--- config.mk ---
export PLATFORM = sky130hd
export DESIGN_NAME = stereo_dac_tx
export DESIGN_NICKNAME = d
export VERILOG_FILES = /design/src/rtl/stereo_dac_pkg.sv /design/src/rtl/sdt_word_timer.sv /design/src/rtl/sdt_pair_buf.sv /design/src/rtl/sdt_shifter.sv /design/src/rtl/sdt_frame_seq.sv /design/src/rtl/stereo_dac_tx.sv
export SDC_FILE = /design/constraint.sdc
export NUM_CORES = 1
export LEC_CHECK = 0
export CORE_UTILIZATION = 49
export CTS_BUF_LIST = sky130_fd_sc_hd__clkbuf_4 sky130_fd_sc_hd__clkbuf_8
export CTS_CLUSTER_DIAMETER = 30
export DETAILED_ROUTE_END_ITERATION = 16
export GPL_ROUTABILITY_DRIVEN = 0
export MAX_ROUTING_LAYER = met4
export PLACE_DENSITY = 0.81
export SYNTH_ARGS = -nofsm -noshare
export SYNTH_HDL_FRONTEND = slang
export SYNTH_SLANG_ARGS = --single-unit
--- constraint.sdc ---
create_clock -name clk_i -period 5.3 [get_ports clk_i]
set_input_delay 1.59 -clock clk_i [delete_from_list [all_inputs] [get_ports clk_i]]
set_output_delay 1.59 -clock clk_i [all_outputs]
set_load 0.01 [all_outputs]
--- src/rtl/stereo_dac_pkg.sv ---
package stereo_dac_pkg;

  typedef enum logic [1:0] {
    SQ_GAP   = 2'd0,
    SQ_BITS  = 2'd1,
    SQ_TAIL  = 2'd2,
    SQ_LATCH = 2'd3
  } sq_state_e;

  localparam int NUM_RATES = 4;

  // smallest whole number of system cycles covering ns nanoseconds
  function automatic int ns_to_cycles(input longint ns, input longint hz);
    return int'((ns * hz + longint'(999_999_999)) / longint'(1_000_000_000));
  endfunction

  // system cycles per word for rate index idx (multiple 2 << idx)
  function automatic int word_cycles(input longint hz, input longint base, input int idx);
    return int'(hz / (base * (longint'(2) << idx)));
  endfunction

  function automatic int max_int(input int a, input int b);
    return (a > b) ? a : b;
  endfunction

endpackage

--- src/rtl/sdt_word_timer.sv ---
module sdt_word_timer
  import stereo_dac_pkg::*;
#(
  parameter longint SYS_HZ  = 250_000_000,
  parameter longint BASE_HZ = 44_100,
  parameter int     TMR_W   = 12
) (
  input  logic       clk_i,
  input  logic       rst_ni,
  input  logic [1:0] rate_sel_i,
  output logic       word_start_o
);

  logic [TMR_W-1:0] lim_c [NUM_RATES];
  logic [TMR_W-1:0] cnt_q, cnt_d;
  logic [1:0]       rate_q, rate_d;

  for (genvar g = 0; g < NUM_RATES; g++) begin : g_lim
    localparam int WC = word_cycles(SYS_HZ, BASE_HZ, g);
    assign lim_c[g] = TMR_W'(WC - 1);
  end

  always_comb begin
    word_start_o = (cnt_q == '0);
    rate_d       = word_start_o ? rate_sel_i : rate_q;
    cnt_d        = (cnt_q >= lim_c[rate_q]) ? '0 : cnt_q + 1'b1;
  end

  always_ff @(posedge clk_i or negedge rst_ni) begin
    if (!rst_ni) begin
      cnt_q  <= '0;
      rate_q <= '0;
    end else begin
      cnt_q  <= cnt_d;
      rate_q <= rate_d;
    end
  end

endmodule

--- src/rtl/sdt_pair_buf.sv ---
module sdt_pair_buf #(
  parameter int W = 16
) (
  input  logic                clk_i,
  input  logic                rst_ni,
  input  logic                word_start_i,
  input  logic                in_valid_i,
  output logic                in_ready_o,
  input  logic [W-1:0]        in_left_i,
  input  logic [W-1:0]        in_right_i,
  output logic [1:0][W-1:0]   load_o
);

  logic             full_q, full_d;
  logic [1:0][W-1:0] pend_q, pend_d;
  logic [1:0][W-1:0] cur_q, cur_d;
  logic             accept;
  logic             pend_en, cur_en;

  always_comb begin
    in_ready_o = ~full_q;
    accept     = in_valid_i & ~full_q;
    load_o     = full_q ? pend_q : cur_q;
    full_d     = accept | (full_q & ~word_start_i);
    pend_en    = accept;
    cur_en     = word_start_i;
    pend_d[0]  = in_left_i;
    pend_d[1]  = in_right_i;
    cur_d      = load_o;
  end

  always_ff @(posedge clk_i or negedge rst_ni) begin
    if (!rst_ni) begin
      full_q <= 1'b0;
      pend_q <= '0;
      cur_q  <= '0;
    end else begin
      full_q <= full_d;
      if (pend_en) pend_q <= pend_d;
      if (cur_en)  cur_q  <= cur_d;
    end
  end

  AST_READY_DROPS: assert property (@(posedge clk_i) disable iff (!rst_ni)
    (in_valid_i && in_ready_o) |=> !in_ready_o);

endmodule

--- src/rtl/sdt_shifter.sv ---
module sdt_shifter #(
  parameter int W   = 16,
  parameter int NCH = 2
) (
  input  logic                  clk_i,
  input  logic                  rst_ni,
  input  logic                  load_i,
  input  logic                  shift_i,
  input  logic                  en_i,
  input  logic [NCH-1:0][W-1:0] par_i,
  output logic [NCH-1:0]        ser_o
);

  for (genvar ch = 0; ch < NCH; ch++) begin : g_ch
    logic [W-1:0] sh_q, sh_d;
    logic         sh_en;

    always_comb begin
      sh_en = load_i | shift_i;
      sh_d  = load_i ? par_i[ch] : {sh_q[W-2:0], 1'b0};
      ser_o[ch] = en_i & sh_q[W-1];
    end

    always_ff @(posedge clk_i or negedge rst_ni) begin
      if (!rst_ni) begin
        sh_q <= '0;
      end else if (sh_en) begin
        sh_q <= sh_d;
      end
    end
  end

endmodule

--- src/rtl/sdt_frame_seq.sv ---
module sdt_frame_seq
  import stereo_dac_pkg::*;
#(
  parameter longint SYS_HZ   = 250_000_000,
  parameter longint BASE_HZ  = 44_100,
  parameter int     W        = 16,
  parameter int     DIV_W    = 8,
  parameter int     LAT_CYC  = 10,
  parameter int     MIN_HALF = 10,
  parameter int     NCH      = 2
) (
  input  logic             clk_i,
  input  logic             rst_ni,
  input  logic             word_start_i,
  input  logic [1:0]       rate_sel_i,
  input  logic [DIV_W-1:0] half_cfg_i,
  output logic             load_o,
  output logic             shift_o,
  output logic             data_en_o,
  output logic             idle_o,
  output logic             bclk_o,
  output logic [NCH-1:0]   lat_n_o
);

  localparam int CNT_W = max_int(DIV_W, $clog2(LAT_CYC + 1));
  localparam int BIT_W = $clog2(W);

  logic [CNT_W-1:0] hmax_c [NUM_RATES];
  logic [CNT_W-1:0] cfg_ext, cfg_cap, eff_half;

  sq_state_e        st_q, st_d;
  logic [CNT_W-1:0] cnt_q, cnt_d;
  logic [CNT_W-1:0] half_q, half_d;
  logic [BIT_W-1:0] bit_q, bit_d;
  logic             phase_q, phase_d;
  logic             half_end, lat_end, last_bit;

  // per-rate ceiling: 2*W half-periods plus both latch intervals and margin fit the word
  for (genvar g = 0; g < NUM_RATES; g++) begin : g_hmax
    localparam int HM = (word_cycles(SYS_HZ, BASE_HZ, g) - 2 * LAT_CYC - 2) / (2 * W);
    assign hmax_c[g] = CNT_W'(HM);
  end

  always_comb begin
    cfg_ext  = CNT_W'(half_cfg_i);
    cfg_cap  = (cfg_ext > hmax_c[rate_sel_i]) ? hmax_c[rate_sel_i] : cfg_ext;
    eff_half = (cfg_cap < CNT_W'(MIN_HALF)) ? CNT_W'(MIN_HALF) : cfg_cap;
  end

  always_comb begin
    half_end = (cnt_q == half_q - 1'b1);
    lat_end  = (cnt_q == CNT_W'(LAT_CYC - 1));
    last_bit = (bit_q == BIT_W'(W - 1));
    st_d     = st_q;
    cnt_d    = cnt_q;
    half_d   = half_q;
    bit_d    = bit_q;
    phase_d  = phase_q;
    shift_o  = 1'b0;
    load_o   = word_start_i;
    if (word_start_i) begin
      st_d    = SQ_BITS;
      cnt_d   = '0;
      half_d  = eff_half;
      bit_d   = '0;
      phase_d = 1'b0;
    end else begin
      unique case (st_q)
        SQ_BITS: begin
          if (half_end) begin
            cnt_d = '0;
            if (!phase_q) begin
              phase_d = 1'b1;
            end else if (last_bit) begin
              phase_d = 1'b0;
              st_d    = SQ_TAIL;
            end else begin
              phase_d = 1'b0;
              bit_d   = bit_q + 1'b1;
              shift_o = 1'b1;
            end
          end else begin
            cnt_d = cnt_q + 1'b1;
          end
        end
        SQ_TAIL: begin
          if (lat_end) begin
            cnt_d = '0;
            st_d  = SQ_LATCH;
          end else begin
            cnt_d = cnt_q + 1'b1;
          end
        end
        SQ_LATCH: begin
          if (lat_end) begin
            cnt_d = '0;
            st_d  = SQ_GAP;
          end else begin
            cnt_d = cnt_q + 1'b1;
          end
        end
        default: begin
          cnt_d = '0;
        end
      endcase
    end
  end

  always_ff @(posedge clk_i or negedge rst_ni) begin
    if (!rst_ni) begin
      st_q    <= SQ_GAP;
      cnt_q   <= '0;
      half_q  <= CNT_W'(MIN_HALF);
      bit_q   <= '0;
      phase_q <= 1'b0;
    end else begin
      st_q    <= st_d;
      cnt_q   <= cnt_d;
      half_q  <= half_d;
      bit_q   <= bit_d;
      phase_q <= phase_d;
    end
  end

  always_comb begin
    bclk_o    = phase_q;
    data_en_o = (st_q == SQ_BITS);
    idle_o    = (st_q == SQ_GAP);
  end

  for (genvar ch = 0; ch < NCH; ch++) begin : g_lat
    assign lat_n_o[ch] = (st_q != SQ_LATCH);
  end

  AST_HALF_FLOOR: assert property (@(posedge clk_i) disable iff (!rst_ni)
    $rose(bclk_o) |-> (half_q >= CNT_W'(MIN_HALF)));

endmodule

--- src/rtl/stereo_dac_tx.sv ---
module stereo_dac_tx
  import stereo_dac_pkg::*;
#(
  parameter longint SYS_HZ       = 250_000_000,
  parameter longint BASE_HZ      = 44_100,
  parameter longint BCLK_MAX_HZ  = 13_500_000,
  parameter int     SAMPLE_W     = 16,
  parameter int     DIV_W        = 8,
  parameter int     CLK_PHASE_NS = 30,
  parameter int     SETUP_NS     = 30,
  parameter int     LATCH_NS     = 40
) (
  input  logic                clk_i,
  input  logic                rst_ni,
  input  logic [1:0]          rate_sel_i,
  input  logic [DIV_W-1:0]    half_cfg_i,
  input  logic                in_valid_i,
  output logic                in_ready_o,
  input  logic [SAMPLE_W-1:0] in_left_i,
  input  logic [SAMPLE_W-1:0] in_right_i,
  output logic                bclk_o,
  output logic                sd_left_o,
  output logic                sd_right_o,
  output logic                lat_left_n_o,
  output logic                lat_right_n_o
);

  localparam int NCH      = 2;
  localparam int RATE_MIN = int'((SYS_HZ + 2 * BCLK_MAX_HZ - 1) / (2 * BCLK_MAX_HZ));
  localparam int MIN_HALF = max_int(RATE_MIN,
                              max_int(ns_to_cycles(CLK_PHASE_NS, SYS_HZ),
                                      ns_to_cycles(SETUP_NS, SYS_HZ)));
  localparam int LAT_CYC  = ns_to_cycles(LATCH_NS, SYS_HZ);
  localparam int TMR_W    = $clog2(word_cycles(SYS_HZ, BASE_HZ, 0) + 1);

  logic rst_meta_q, rst_sync_q;

  always_ff @(posedge clk_i or negedge rst_ni) begin
    if (!rst_ni) begin
      rst_meta_q <= 1'b0;
      rst_sync_q <= 1'b0;
    end else begin
      rst_meta_q <= 1'b1;
      rst_sync_q <= rst_meta_q;
    end
  end

  logic                       word_start;
  logic [NCH-1:0][SAMPLE_W-1:0] load_pair;
  logic                       load, shift, data_en, seq_idle;
  logic [NCH-1:0]             ser, lat_n;

  sdt_word_timer #(
    .SYS_HZ (SYS_HZ),
    .BASE_HZ(BASE_HZ),
    .TMR_W  (TMR_W)
  ) u_timer (
    .clk_i       (clk_i),
    .rst_ni      (rst_sync_q),
    .rate_sel_i  (rate_sel_i),
    .word_start_o(word_start)
  );

  sdt_pair_buf #(.W(SAMPLE_W)) u_buf (
    .clk_i       (clk_i),
    .rst_ni      (rst_sync_q),
    .word_start_i(word_start),
    .in_valid_i  (in_valid_i),
    .in_ready_o  (in_ready_o),
    .in_left_i   (in_left_i),
    .in_right_i  (in_right_i),
    .load_o      (load_pair)
  );

  sdt_frame_seq #(
    .SYS_HZ  (SYS_HZ),
    .BASE_HZ (BASE_HZ),
    .W       (SAMPLE_W),
    .DIV_W   (DIV_W),
    .LAT_CYC (LAT_CYC),
    .MIN_HALF(MIN_HALF),
    .NCH     (NCH)
  ) u_seq (
    .clk_i       (clk_i),
    .rst_ni      (rst_sync_q),
    .word_start_i(word_start),
    .rate_sel_i  (rate_sel_i),
    .half_cfg_i  (half_cfg_i),
    .load_o      (load),
    .shift_o     (shift),
    .data_en_o   (data_en),
    .idle_o      (seq_idle),
    .bclk_o      (bclk_o),
    .lat_n_o     (lat_n)
  );

  sdt_shifter #(.W(SAMPLE_W), .NCH(NCH)) u_shift (
    .clk_i  (clk_i),
    .rst_ni (rst_sync_q),
    .load_i (load),
    .shift_i(shift),
    .en_i   (data_en),
    .par_i  (load_pair),
    .ser_o  (ser)
  );

  always_comb begin
    sd_left_o     = ser[0];
    sd_right_o    = ser[1];
    lat_left_n_o  = lat_n[0];
    lat_right_n_o = lat_n[1];
  end

  AST_DATA_HELD_HIGH: assert property (@(posedge clk_i) disable iff (!rst_sync_q)
    (bclk_o && $past(bclk_o)) |-> ($stable(sd_left_o) && $stable(sd_right_o)));

  AST_IDLE_IN_LATCH: assert property (@(posedge clk_i) disable iff (!rst_sync_q)
    !lat_left_n_o |-> (!bclk_o && !sd_left_o && !sd_right_o));

  AST_WORD_FITS: assert property (@(posedge clk_i) disable iff (!rst_sync_q)
    word_start |-> seq_idle);

endmodule

==> reports/qor.yml <==
worst_setup_path:
  critPathLaunch: "rate_sel_i[0]"
  path_buf_inv: 1
  crit_slowest_cell: "clkdlybuf4s50_1"
  critPathTopFamily: "compound AO/OA/AOI/OAI gates"
  crit_arrival_ns: 4.32
  endpoint_kind: "register"
  slowest_delay_ns: 0.63
  start_kind: "input port"
  critical_path_class: "input port to register"
  cp_data_required_time_ns: 5.66
  timing.rr.start: "u_seq.half_q[1]"
  crit_path_cell_trace: "clkdlybuf4s50_1 -> nand2b_1 -> ha_1 -> a21o_1 -> a211o_1 -> o22ai_1 -> mux2_2 -> o21ai_0"
  path_max_fanout: 10
sta:
  max_freq_ghz: 0.253
  whs_ns: 0.364
  timing.slew.headroom_pct: 12.8
  grt_setup_unrepaired: "no"
  hold_violations: 0
  setup_viol: 0
  fin_crit_sh_pct: 74.6
  final.setup.tns_ns: 0
  fin_crit_ns: 3.96
  tightestPinTransition_ns: 1.30
  fin_ws_ns: 1.34
  fin_skew_ns: 0.00929
  finalMaxSlewViolations: 0
synth:
  ys_ff_latch: 136
  synth_compound_area_share_pct: 16.7
  syn_nets: 720
  synth_top_family_by_area: "compound AO/OA/AOI/OAI gates"
  post-synth-top-count-cell: "dfrtp_1"
  synthCells: 647
  synthFlopType: "dfrtp_1"
  yosys_warnings: 0
  synth_area_per_cell_sq_um: 10.5
  synth_top_area_share_pct: 49.1
  synthTopCellsByCount: "dfrtp_1 (134), nor2_1 (52), o21ai_0 (45)"
  synthXorXnorAreaFrac_pct: 3.08
  yosys-mux-area-fraction_pct: 10.8
  synth_fa_ha_area_share_pct: 5.13
  synth_simple_gate_area_share_pct: 10.5
  synth_edf_count: 0
  synth_cell_types: 47
  synth_area_leader_cell: "dfrtp_1"
  async_flop_share_pct: 100
  synthTopCellsByArea: "dfrtp_1 (49%), mux2_2 (5.9%), ha_1 (5.1%)"
  synth_area_sq_um: 6820
  seq_area_frac_synth_pct: 49.9
global_route:
  grt_pass1_vias: 5199
  antenna_found_initial: 0
  grt_pass1_wl_um: 24100
  grt_max_degree: 106
  grt_usage_pct: 21.6
  overflow: 0
floorplan:
  dieWidth_um: 120
  start_util_pct: 50.9
  rows: 42
  io_pins: 51
  die_height_um: 120
  core_sq_um: 13400
  design.die.area_sq_um: 14400
run_status:
  outcome: "finished clean"
clocking:
  cts-resized-gates: 0
  cts_setup_buffers: 0
  insertion_delay_ns: 0.45
  h-tree-depth: 4
  hold_buffers: 0
  clock_sinks: 136
  cts_buffer_depth: 2
  path_clk_slew_ns: 0.07
  root_buffer: "clkbuf_8"
  cts_buffers: 17
  cts_tree: "done"
placed_design:
  dpl.hpwl_um: 9120
  dp_slack_ns: 0.893
  port_buffers: 50
  placedCellCount: 830
  placed_area_sq_um: 7410
route:
  vias: 5121
  drtPass1Iterations: 5
  drtIter0Drc: 402
  wirelength_um: 14000
  vias_per_cell: 5.94
  post_drt_wl_per_cell_um: 16.3
  postRouteAntennaNets: 0
  drc: 0
job:
  maxCapViolations: 0
final_layout:
  utilization_pct: 58.6
  antenna_cells: 0
  fin_area_sq_um: 7850
  syn_to_final_growth_pct: 15.1
  drive_gt1_share_pct: 12.1
  fin_nets: 746
  layoutNonFillerInstCount: 862
power:
  finalPower_mw: 4.23
  p_leak_nw: 3.41
  p_per_area_nw_per_um2: 539
  ir_drop_uv: 208
worst_hold_path:
  min_path_type: "register to register"
  min-delay-start: "rst_meta_q"
[cell type report]
class,instances,area (sq um)
fillers,1081,5550
flip-flops and latches,136,3410
multi-input cells,443,3170
repair buffers,55,538
clock buffers,26,358
well taps,176,220
clock inverters,6,82.6
inverters,20,75.1
[where the power goes]
part           internal (mW)  leakage (nW)  switching [mW]
Sequential              1.49          1.56           0.399
Clock                  0.530         0.227           0.383
Combinational          0.677          1.62           0.749
[sequential cells by signal, indices dropped and copies added (netlist names)]
register           cells
rst_meta_q             1
rst_sync_q             1
u_buf.cur_q           32
u_buf.full_q           1
u_buf.pend_q          32
u_seq.bclk_o           1
u_seq.bit_q            4
u_seq.cnt_q            8
u_seq.half_q           8
u_seq.st_q             2
u_shift.g_ch.sh_q     32
u_timer.cnt_q         12
u_timer.rate_q         2
[path summary, 6_finish.rpt]
path / to / slack [ns] / cells past startpoint
hold / removal: rst_sync_q / 0.36 / 0
max in group asynchronous: u_buf.pend_q[1] / 3.50 / 1
setup / recovery: u_seq.half_q[1] / 1.34 / 8
min in group asynchronous: u_shift.g_ch[1].sh_q[12] / 0.46 / 0
hold reg to reg: rst_sync_q / 0.36 / 0
setup reg to reg: u_seq.cnt_q[6] / 2.25 / 8
[cells in the final DEF (no fill, tap or decap), types with 13 or more instances in the layout]
cell type,Yosys,layout
a21oi_1,41,40
a22oi_1,31,31
a41oi_1,31,31
clkbuf_8,0,26
clkdlybuf4s50_1,0,50
dfrtp_1,134,132
ha_1,28,28
inv_1,20,20
mux2_2,36,36
mux2i_1,33,33
nand2_1,20,20
nand3_1,16,16
nor2_1,52,52
nor3_1,13,13
o21ai_0,45,45
xor2_1,13,13
[metal layers]
| layer | share of wire [%] | track usage (%) | up-vias |
|---|---|---|---|
| li1 | - | - | 2417 |
| met3 | 4.3 | 4.61 | 40 |
| met1 | 42 | 25.4 | 2516 |
| met4 | 3.3 | 11.1 | 0 |
| met5 | 0 | - | - |
| met2 | 51 | 34.9 | 148 |
[cell families after synthesis]
group,Yosys count
compound gates,174
xor+xnor,24
fa+ha+maj,28
buf+inv,68
flops,136
mux,69
other cells,1
simple gates,147
Note: power is estimated with default switching activity, not from simulation.
